File: src/rtl/sercfg_pkg.sv
package sercfg_pkg;

  typedef struct packed {
    logic       wrStb;
    logic       ptrClr;
    logic       ptrInc;
    logic [7:0] wrByte;
  } bankCmd_t;

  typedef enum logic [3:0] {
    ST_IDLE,
    ST_ADDR,
    ST_AACK_PEND,
    ST_AACK,
    ST_WDATA,
    ST_WACK_PEND,
    ST_WACK,
    ST_RDATA,
    ST_RACK,
    ST_RNEXT,
    ST_SKIP
  } linkState_t;

  localparam logic [1:0] SPR_OFF    = 2'd0;
  localparam logic [1:0] SPR_NARROW = 2'd1;
  localparam logic [1:0] SPR_WIDE   = 2'd2;
  localparam logic [1:0] SPR_DOWN   = 2'd3;

endpackage

File: src/rtl/sercfg_link_ctrl.sv
module sercfg_link_ctrl
  import sercfg_pkg::*;
#(
  parameter logic [6:0] DEV_ADDR = 7'h69
) (
  input  logic       clk,
  input  logic       rst,
  input  logic       sclIn,
  input  logic       sdaIn,
  input  logic [7:0] rdByte,
  output logic       sdaLow,
  output bankCmd_t   cmd
);

  logic [1:0] sclQ, sdaQ;
  logic       sclD, sdaD;
  logic       sclS, sdaS;
  logic       sclRise, sclFall, startEv, stopEv;

  linkState_t state;
  logic [2:0] bitCnt;
  logic [7:0] shReg;
  logic [7:0] txReg;
  logic       isRead;

  assign sclS = sclQ[1];
  assign sdaS = sdaQ[1];

  always_ff @(posedge clk or posedge rst) begin
    if (rst) begin
      sclQ <= 2'b11;
      sdaQ <= 2'b11;
      sclD <= 1'b1;
      sdaD <= 1'b1;
    end else begin
      sclQ <= {sclQ[0], sclIn};
      sdaQ <= {sdaQ[0], sdaIn};
      sclD <= sclS;
      sdaD <= sdaS;
    end
  end

  assign sclRise = sclS & ~sclD;
  assign sclFall = ~sclS & sclD;
  assign startEv = sclS & sclD & sdaD & ~sdaS;
  assign stopEv  = sclS & sclD & ~sdaD & sdaS;

  always_ff @(posedge clk or posedge rst) begin
    if (rst) begin
      state  <= ST_IDLE;
      bitCnt <= '0;
      shReg  <= '0;
      txReg  <= '0;
      isRead <= 1'b0;
      sdaLow <= 1'b0;
      cmd    <= '0;
    end else begin
      cmd.wrStb  <= 1'b0;
      cmd.ptrClr <= 1'b0;
      cmd.ptrInc <= 1'b0;
      if (startEv) begin
        state      <= ST_ADDR;
        bitCnt     <= '0;
        sdaLow     <= 1'b0;
        cmd.ptrClr <= 1'b1;
      end else if (stopEv) begin
        state      <= ST_IDLE;
        sdaLow     <= 1'b0;
        cmd.ptrClr <= 1'b1;
      end else begin
        unique case (state)
          ST_ADDR, ST_WDATA: begin
            if (sclRise) begin
              shReg  <= {shReg[6:0], sdaS};
              bitCnt <= bitCnt + 3'd1;
              if (bitCnt == 3'd7)
                state <= (state == ST_ADDR) ? ST_AACK_PEND : ST_WACK_PEND;
            end
          end
          ST_AACK_PEND: begin
            if (sclFall) begin
              if (shReg[7:1] == DEV_ADDR) begin
                sdaLow <= 1'b1;
                isRead <= shReg[0];
                state  <= ST_AACK;
              end else begin
                state <= ST_SKIP;
              end
            end
          end
          ST_AACK, ST_RNEXT: begin
            if (sclFall) begin
              bitCnt <= '0;
              if (isRead) begin
                txReg      <= rdByte;
                sdaLow     <= ~rdByte[7];
                cmd.ptrInc <= 1'b1;
                state      <= ST_RDATA;
              end else begin
                sdaLow <= 1'b0;
                state  <= ST_WDATA;
              end
            end
          end
          ST_WACK_PEND: begin
            if (sclFall) begin
              cmd.wrStb  <= 1'b1;
              cmd.wrByte <= shReg;
              cmd.ptrInc <= 1'b1;
              sdaLow     <= 1'b1;
              state      <= ST_WACK;
            end
          end
          ST_WACK: begin
            if (sclFall) begin
              sdaLow <= 1'b0;
              bitCnt <= '0;
              state  <= ST_WDATA;
            end
          end
          ST_RDATA: begin
            if (sclFall) begin
              if (bitCnt == 3'd7) begin
                sdaLow <= 1'b0;
                state  <= ST_RACK;
              end else begin
                txReg  <= {txReg[6:0], 1'b0};
                sdaLow <= ~txReg[6];
                bitCnt <= bitCnt + 3'd1;
              end
            end
          end
          ST_RACK: begin
            if (sclRise) state <= sdaS ? ST_SKIP : ST_RNEXT;
          end
          default: ;
        endcase
      end
    end
  end

  // own data drive only starts while the serial clock is low
  p_drive_low_phase_r5: assert property (@(posedge clk) disable iff (rst)
    $rose(sdaLow) |-> !sclS);

  // nothing is driven when no transaction addresses this block
  p_quiet_unaddressed_r2: assert property (@(posedge clk) disable iff (rst)
    (state == ST_IDLE || state == ST_SKIP) |-> !sdaLow);

  // a stored write byte is always followed by an acknowledge drive
  p_write_acked_r3: assert property (@(posedge clk) disable iff (rst)
    cmd.wrStb |-> sdaLow);

endmodule

File: src/rtl/sercfg_bank.sv
module sercfg_bank
  import sercfg_pkg::*;
#(
  parameter int         NUM_CLK = 16,
  parameter int         STRAP_W = 4,
  parameter logic [7:0] CHIP_ID = 8'hA5
) (
  input  logic               clk,
  input  logic               rst,
  input  bankCmd_t           cmdIn,
  input  logic [STRAP_W-1:0] fsPins,
  input  logic [NUM_CLK-1:0] clkIn,
  output logic [7:0]         rdByte,
  output logic [NUM_CLK-1:0] clkOut,
  output logic               clkOutEn,
  output logic [1:0]         spreadMode
);

  localparam int EN_BYTES  = (NUM_CLK + 7) / 8;
  localparam int EN_W      = EN_BYTES * 8;
  localparam int IDX_CTL   = 0;
  localparam int IDX_AUX   = 1;
  localparam int IDX_EN0   = 2;
  localparam int IDX_ID    = IDX_EN0 + EN_BYTES;
  localparam int WR_BYTES  = IDX_ID;
  localparam int NUM_BYTES = IDX_ID + 1;
  localparam int PW        = $clog2(NUM_BYTES + 1);
  localparam logic [EN_W-1:0] EN_MASK = {EN_W{1'b1}} >> (EN_W - NUM_CLK);

  logic [2:0]         ctlBits;   // {tristate, wide, spread on}
  logic               downSel;
  logic [EN_W-1:0]    enReg;
  logic [STRAP_W-1:0] straps;
  logic               strapTaken;
  logic [PW-1:0]      ptr;
  logic [NUM_CLK-1:0] gateEn;

  always_ff @(posedge clk or posedge rst) begin
    if (rst) begin
      ptr <= '0;
    end else if (cmdIn.ptrClr) begin
      ptr <= '0;
    end else if (cmdIn.ptrInc && ptr != PW'(NUM_BYTES)) begin
      ptr <= ptr + 1'b1;
    end
  end

  always_ff @(posedge clk or posedge rst) begin
    if (rst) begin
      ctlBits <= '0;
      downSel <= 1'b0;
      enReg   <= EN_MASK;
    end else if (cmdIn.wrStb) begin
      if (ptr == PW'(IDX_CTL)) ctlBits <= cmdIn.wrByte[2:0];
      if (ptr == PW'(IDX_AUX)) downSel <= cmdIn.wrByte[0];
      for (int b = 0; b < EN_BYTES; b++) begin
        if (ptr == PW'(IDX_EN0 + b))
          enReg[b*8 +: 8] <= cmdIn.wrByte & EN_MASK[b*8 +: 8];
      end
    end
  end

  always_ff @(posedge clk or posedge rst) begin
    if (rst) begin
      straps     <= '0;
      strapTaken <= 1'b0;
    end else if (!strapTaken) begin
      straps     <= fsPins;
      strapTaken <= 1'b1;
    end
  end

  always_comb begin
    rdByte = '0;
    if (ptr == PW'(IDX_CTL)) rdByte[2:0] = ctlBits;
    if (ptr == PW'(IDX_AUX)) begin
      rdByte[0]         = downSel;
      rdByte[STRAP_W:1] = straps;
    end
    for (int b = 0; b < EN_BYTES; b++) begin
      if (ptr == PW'(IDX_EN0 + b)) rdByte = enReg[b*8 +: 8];
    end
    if (ptr == PW'(IDX_ID)) rdByte = CHIP_ID;
  end

  always_ff @(posedge clk or posedge rst) begin
    if (rst) begin
      gateEn <= '1;
    end else begin
      for (int i = 0; i < NUM_CLK; i++) begin
        if (!clkIn[i]) gateEn[i] <= enReg[i];
      end
    end
  end

  assign clkOut   = clkIn & gateEn;
  assign clkOutEn = ~ctlBits[2];

  always_comb begin
    if (!ctlBits[0])    spreadMode = SPR_OFF;
    else if (downSel)   spreadMode = SPR_DOWN;
    else if (ctlBits[1]) spreadMode = SPR_WIDE;
    else                spreadMode = SPR_NARROW;
  end

  // a start or stop brings the pointer back to byte 0
  p_ptr_clear_r4: assert property (@(posedge clk) disable iff (rst)
    cmdIn.ptrClr |=> (ptr == '0));

  // writes at or beyond the identification slot leave the bank intact
  p_discard_r13: assert property (@(posedge clk) disable iff (rst)
    (cmdIn.wrStb && ptr >= PW'(WR_BYTES)) |=>
      ($stable(enReg) && $stable(ctlBits) && $stable(downSel)));

  // once captured, strap values never move
  p_strap_hold_r10: assert property (@(posedge clk) disable iff (rst)
    (strapTaken && $past(strapTaken)) |-> $stable(straps));

  for (genvar g = 0; g < NUM_CLK; g++) begin : g_runt
    // gated output edges coincide with source edges
    p_rise_aligned_r7: assert property (@(posedge clk) disable iff (rst)
      $rose(clkOut[g]) |-> $rose(clkIn[g]));
    p_fall_aligned_r7: assert property (@(posedge clk) disable iff (rst)
      $fell(clkOut[g]) |-> $fell(clkIn[g]));
  end

endmodule

File: src/rtl/sercfg_clkgate.sv
module sercfg_clkgate
  import sercfg_pkg::*;
#(
  parameter int         NUM_CLK  = 16,
  parameter int         STRAP_W  = 4,
  parameter logic [6:0] DEV_ADDR = 7'h69,
  parameter logic [7:0] CHIP_ID  = 8'hA5
) (
  input  logic               clk,
  input  logic               rst,
  input  logic               sclIn,
  input  logic               sdaIn,
  output logic               sdaPullLow,
  input  logic [STRAP_W-1:0] fsPins,
  input  logic [NUM_CLK-1:0] clkIn,
  output logic [NUM_CLK-1:0] clkOut,
  output logic               clkOutEn,
  output logic [1:0]         spreadMode
);

  bankCmd_t   bankCmd;
  logic [7:0] rdByte;

  sercfg_link_ctrl #(
    .DEV_ADDR(DEV_ADDR)
  ) i_link (
    .clk   (clk),
    .rst   (rst),
    .sclIn (sclIn),
    .sdaIn (sdaIn),
    .rdByte(rdByte),
    .sdaLow(sdaPullLow),
    .cmd   (bankCmd)
  );

  sercfg_bank #(
    .NUM_CLK(NUM_CLK),
    .STRAP_W(STRAP_W),
    .CHIP_ID(CHIP_ID)
  ) i_bank (
    .clk       (clk),
    .rst       (rst),
    .cmdIn     (bankCmd),
    .fsPins    (fsPins),
    .clkIn     (clkIn),
    .rdByte    (rdByte),
    .clkOut    (clkOut),
    .clkOutEn  (clkOutEn),
    .spreadMode(spreadMode)
  );

endmodule

File: config.mk
export PLATFORM = sky130hd
export DESIGN_NAME = sercfg_clkgate
export DESIGN_NICKNAME = d
export VERILOG_FILES = /design/src/rtl/sercfg_pkg.sv /design/src/rtl/sercfg_link_ctrl.sv /design/src/rtl/sercfg_bank.sv /design/src/rtl/sercfg_clkgate.sv
export SDC_FILE = /design/constraint.sdc
export NUM_CORES = 1
export LEC_CHECK = 0
export BUFFER_PORTS_ARGS = -buffer_cell sky130_fd_sc_hd__buf_2
export CAP_MARGIN = 20
export CORE_UTILIZATION = 55
export CTS_CLUSTER_SIZE = 28
export DETAILED_ROUTE_END_ITERATION = 6
export PLACE_DENSITY = 0.78
export SYNTH_ARGS = -nofsm -noshare
export SYNTH_HDL_FRONTEND = slang
export SYNTH_HIERARCHICAL = 1
export SYNTH_SLANG_ARGS = --single-unit
File: constraint.sdc
create_clock -name clk -period 2.45 [get_ports clk]
set_input_delay 0.3675 -clock clk [delete_from_list [all_inputs] [get_ports clk]]
set_output_delay 0.3675 -clock clk [all_outputs]
set_load 0.05 [all_outputs]
==> summary.md <==
| Metric | Value |
|---|---|
| Max Root-Sink Buffers | `2` |
| Hold slack | `0.105 ns` |
| Rel. slew slack | `64.8%` |
| LEAKAGE | `2.28 nW` |
| Post-route cell area | `4760 um^2` |
| Worst Skew | `0.0119 ns` |
| Final period util | `88.9%` |
| Final Max Tran Viols | `0` |
| Worst-path clk slew | `0.08 ns` |
| Actual slew at the worst max-slew pin | `0.529 ns` |
| Largest net degree at the start of global routing | `45` |
| Initial Utilization | `57.7%` |
| Mean Syn Cell Area | `11.1 um^2` |
| Die X | `89.7 um` |
| Nature of the critical path endpoint | `flop` |
| Post-synthesis register bit count | `85` |
| Post_cts resized | `0` |
| Hpwl dp | `6050 um` |
| # Post-CTS Setup Buffers | `0` |
| Synth top area cells | `dfrtp_1 (28%), dfstp_2 (24%), mux2_2 (13%)` |
| Nets | `458` |
| Crit start category | `flop` |
| Worst Hold Launch | `sdaIn` |
| Max-cap violations | `0` |
| RR Startpoint | `i_link/sclD` |
| Top FF cell, synth | `dfrtp_1` |
| Reg2reg path depth | `5` |
| Full die area | `8050 um^2` |
| H-tree levels | `3` |
| Largest area contributor in the netlist | `dfrtp_1` |
| GP Congestion | `0.869` |
| F_max | `459 MHz` |
| Num rows | `31` |
| Synth cell types | `57` |
| DRT iter0 DRCs | `233` |
| Total CTS buffers | `9` |
| Post-synthesis instance area | `4230 um^2` |
| Core Region | `7330 um^2` |
| FF-to-FF End | `i_link/bitCnt[0]` |
| Fraction of layout instances using a drive strength above 1 | `37.0%` |
| Clock sink total | `85` |
| Die height | `89.7 um` |
| Post-synth EDFFs | `0` |
| Final WL | `8440 um` |
| Outcome | `finished clean` |
| Crit Path Class | `reg -> reg` |
| Arr. time, crit path | `2.42 ns` |
| R2R setup slack | `0.27 ns` |
| Initial antenna violation count | `0` |
| I/O pin count | `44` |
| Worst-skew pair later-pin latency | `0.36 ns` |
| Yosys warns | `6` |
| Wire per inst | `15.9 um` |
| Vias in the first global route | `3,019` |
| Hold Crit Class | `in -> reg` |
| 1st-pass router iterations | `5` |
| Final-report hold violation count | `0` |
| Final min period | `2.18 ns` |
| RSZ-0062 raised after global routing | `false` |
| Top post-synthesis cells by count | `nand2_1 (51), mux2_2 (50), dfrtp_1 (47)` |
| First-pass GRT wire length | `14,500 um` |
| Worst Path Max Fanout | `9` |
| Finish-stage setup viols | `0` |
| Hold Crit Depth | `1` |
| Layout area overhead | `12.4%` |
| DRC viols | `0` |
| I/O Buffers | `43` |
| Most frequent cell after synthesis | `nand2_1` |
| Gr ovfl total | `0` |
| Post-DP Area | `4540 um^2` |
| Clock Tree Root | `clkbuf_8` |
| Final ANT Viol Nets | `0` |
| Syn_nets | `412` |
| Hold Crit Endpoint | `i_link/sdaQ[0]` |
| Post-detailed-route via-to-cell ratio | `5.63` |
| GRT Overall Usage | `22.8%` |
| Cell Pwr Density | `907 nW/um^2` |
| Top-area cell type share of the netlist area | `27.8%` |
| Sequential share of the synthesized area | `51.4%` |
| Via Count | `2,989` |
| Fill count | `569` |
| Maximum vdd drop | `0.000501 V` |
| CP required | `2.69 ns` |
| Ys async rst share | `100%` |
| CTS Hold Bufs | `0` |
| Fin Setup TNS | `0 ns` |
| Antenna Cells | `0` |
| CTS tree | `built` |
| Cells after Synth | `381` |
==> flip-flops by register name (all words and copies together) (netlist names), 2 cells and up <==
register	cells
i_bank/straps	4
i_bank/gateEn	16
i_link/sdaQ	2
i_link/txReg	7
i_link/state	4
i_link/bitCnt	3
i_bank/ctlBits	3
i_link/shReg	8
i_link/cmd	11
i_bank/enReg	16
i_link/sclQ	2
i_bank/ptr	3
==> placed cells by master (no fill, tap or decap), types with 3 or more instances in the layout <==
cell type  instances
and2_1            17
dfstp_2           38
mux2i_1           13
clkbuf_8          10
nor2b_1            6
a221oi_1           4
inv_1             17
buf_4              6
nor2_1            10
buf_2             43
a21boi_0           3
ha_1               7
o211ai_1           3
dfrtp_1           47
o21ai_0           19
a21oi_1           10
nand2b_1           8
xor2_1             3
or2_2              3
mux2_2            50
nand3_1           10
a31oi_1            3
nand2_1           51
==> worst max path at each step <==
stage | startpoint | endpoint | depth (start not counted)
6_report | i_link/sclD | i_link/bitCnt[0] | 5
5_1_grt | i_link/sclD | i_link/bitCnt[0] | 5
4_1_cts | i_link/sclD | i_link/bitCnt[0] | 5
3_5_place_dp | i_link/sclD | i_link/bitCnt[0] | 5
3_3_place_gp | i_link/sclD | i_link/bitCnt[0] | 5
2_1_floorplan | i_link/sclD | i_link/bitCnt[0] | 5
==> where the power goes <==
group | internal [mW] | switching [mW]
logic | 0.605 | 0.753
registers | 1.64 | 0.261
clock network | 0.562 | 0.490
==> through the flow <==
step / utilization [%] / power (mW) / setup slack, ns / cells
after floorplan: - / 2.93 / 0.402 / 381
after global placement: 62.0 / 3.22 / 0.341 / 515
after detailed placement: 62.0 / 3.27 / 0.281 / 515
after CTS: 64.9 / 4.33 / 0.275 / 531
after global routing: 64.9 / 4.59 / 0.222 / 531
final: 64.9 / 4.31 / 0.271 / 531
==> critical path, cell delays in order (launching register included) <==
cell      delay (ns)
dfstp_2         0.60
and2b_2         0.23
a211oi_1        0.06
or4_1           0.51
a311o_1         0.34
mux2_1          0.32
==> kinds of logic after synthesis <==
family / Yosys count / share of synthesized area (%)
other cells: 1 / 0.0886
fa+ha+maj: 7 / 2.07
xor+xnor: 5 / 1.03
flops: 85 / 51.4
mux: 64 / 16.6
buf+inv: 32 / 3.34
compound gates: 63 / 10.2
simple gates: 124 / 15.3
==> area by class of cell <==
cell class | instances | area (um^2) | share of cell area (%)
inverter | 18 | 67.6 | 1.42
clock buffer | 13 | 170 | 3.58
clock inverter | 3 | 43.8 | 0.921
sequential | 85 | 2170 | 45.7
timing repair buffer | 49 | 260 | 5.47
tap | 99 | 124 | 2.60
multi-input combinational | 264 | 1920 | 40.3
==> per-layer routing <==
layer  GRT usage (%)  vias to the layer above  wire, um
li1                -                     1417         -
met1            29.4                     1466      3810
met2            37.0                       94      4110
met3            5.67                       12       370
met4            9.43                        0       143
met5               0                        -         0
Power figures use the tool's default switching activity.
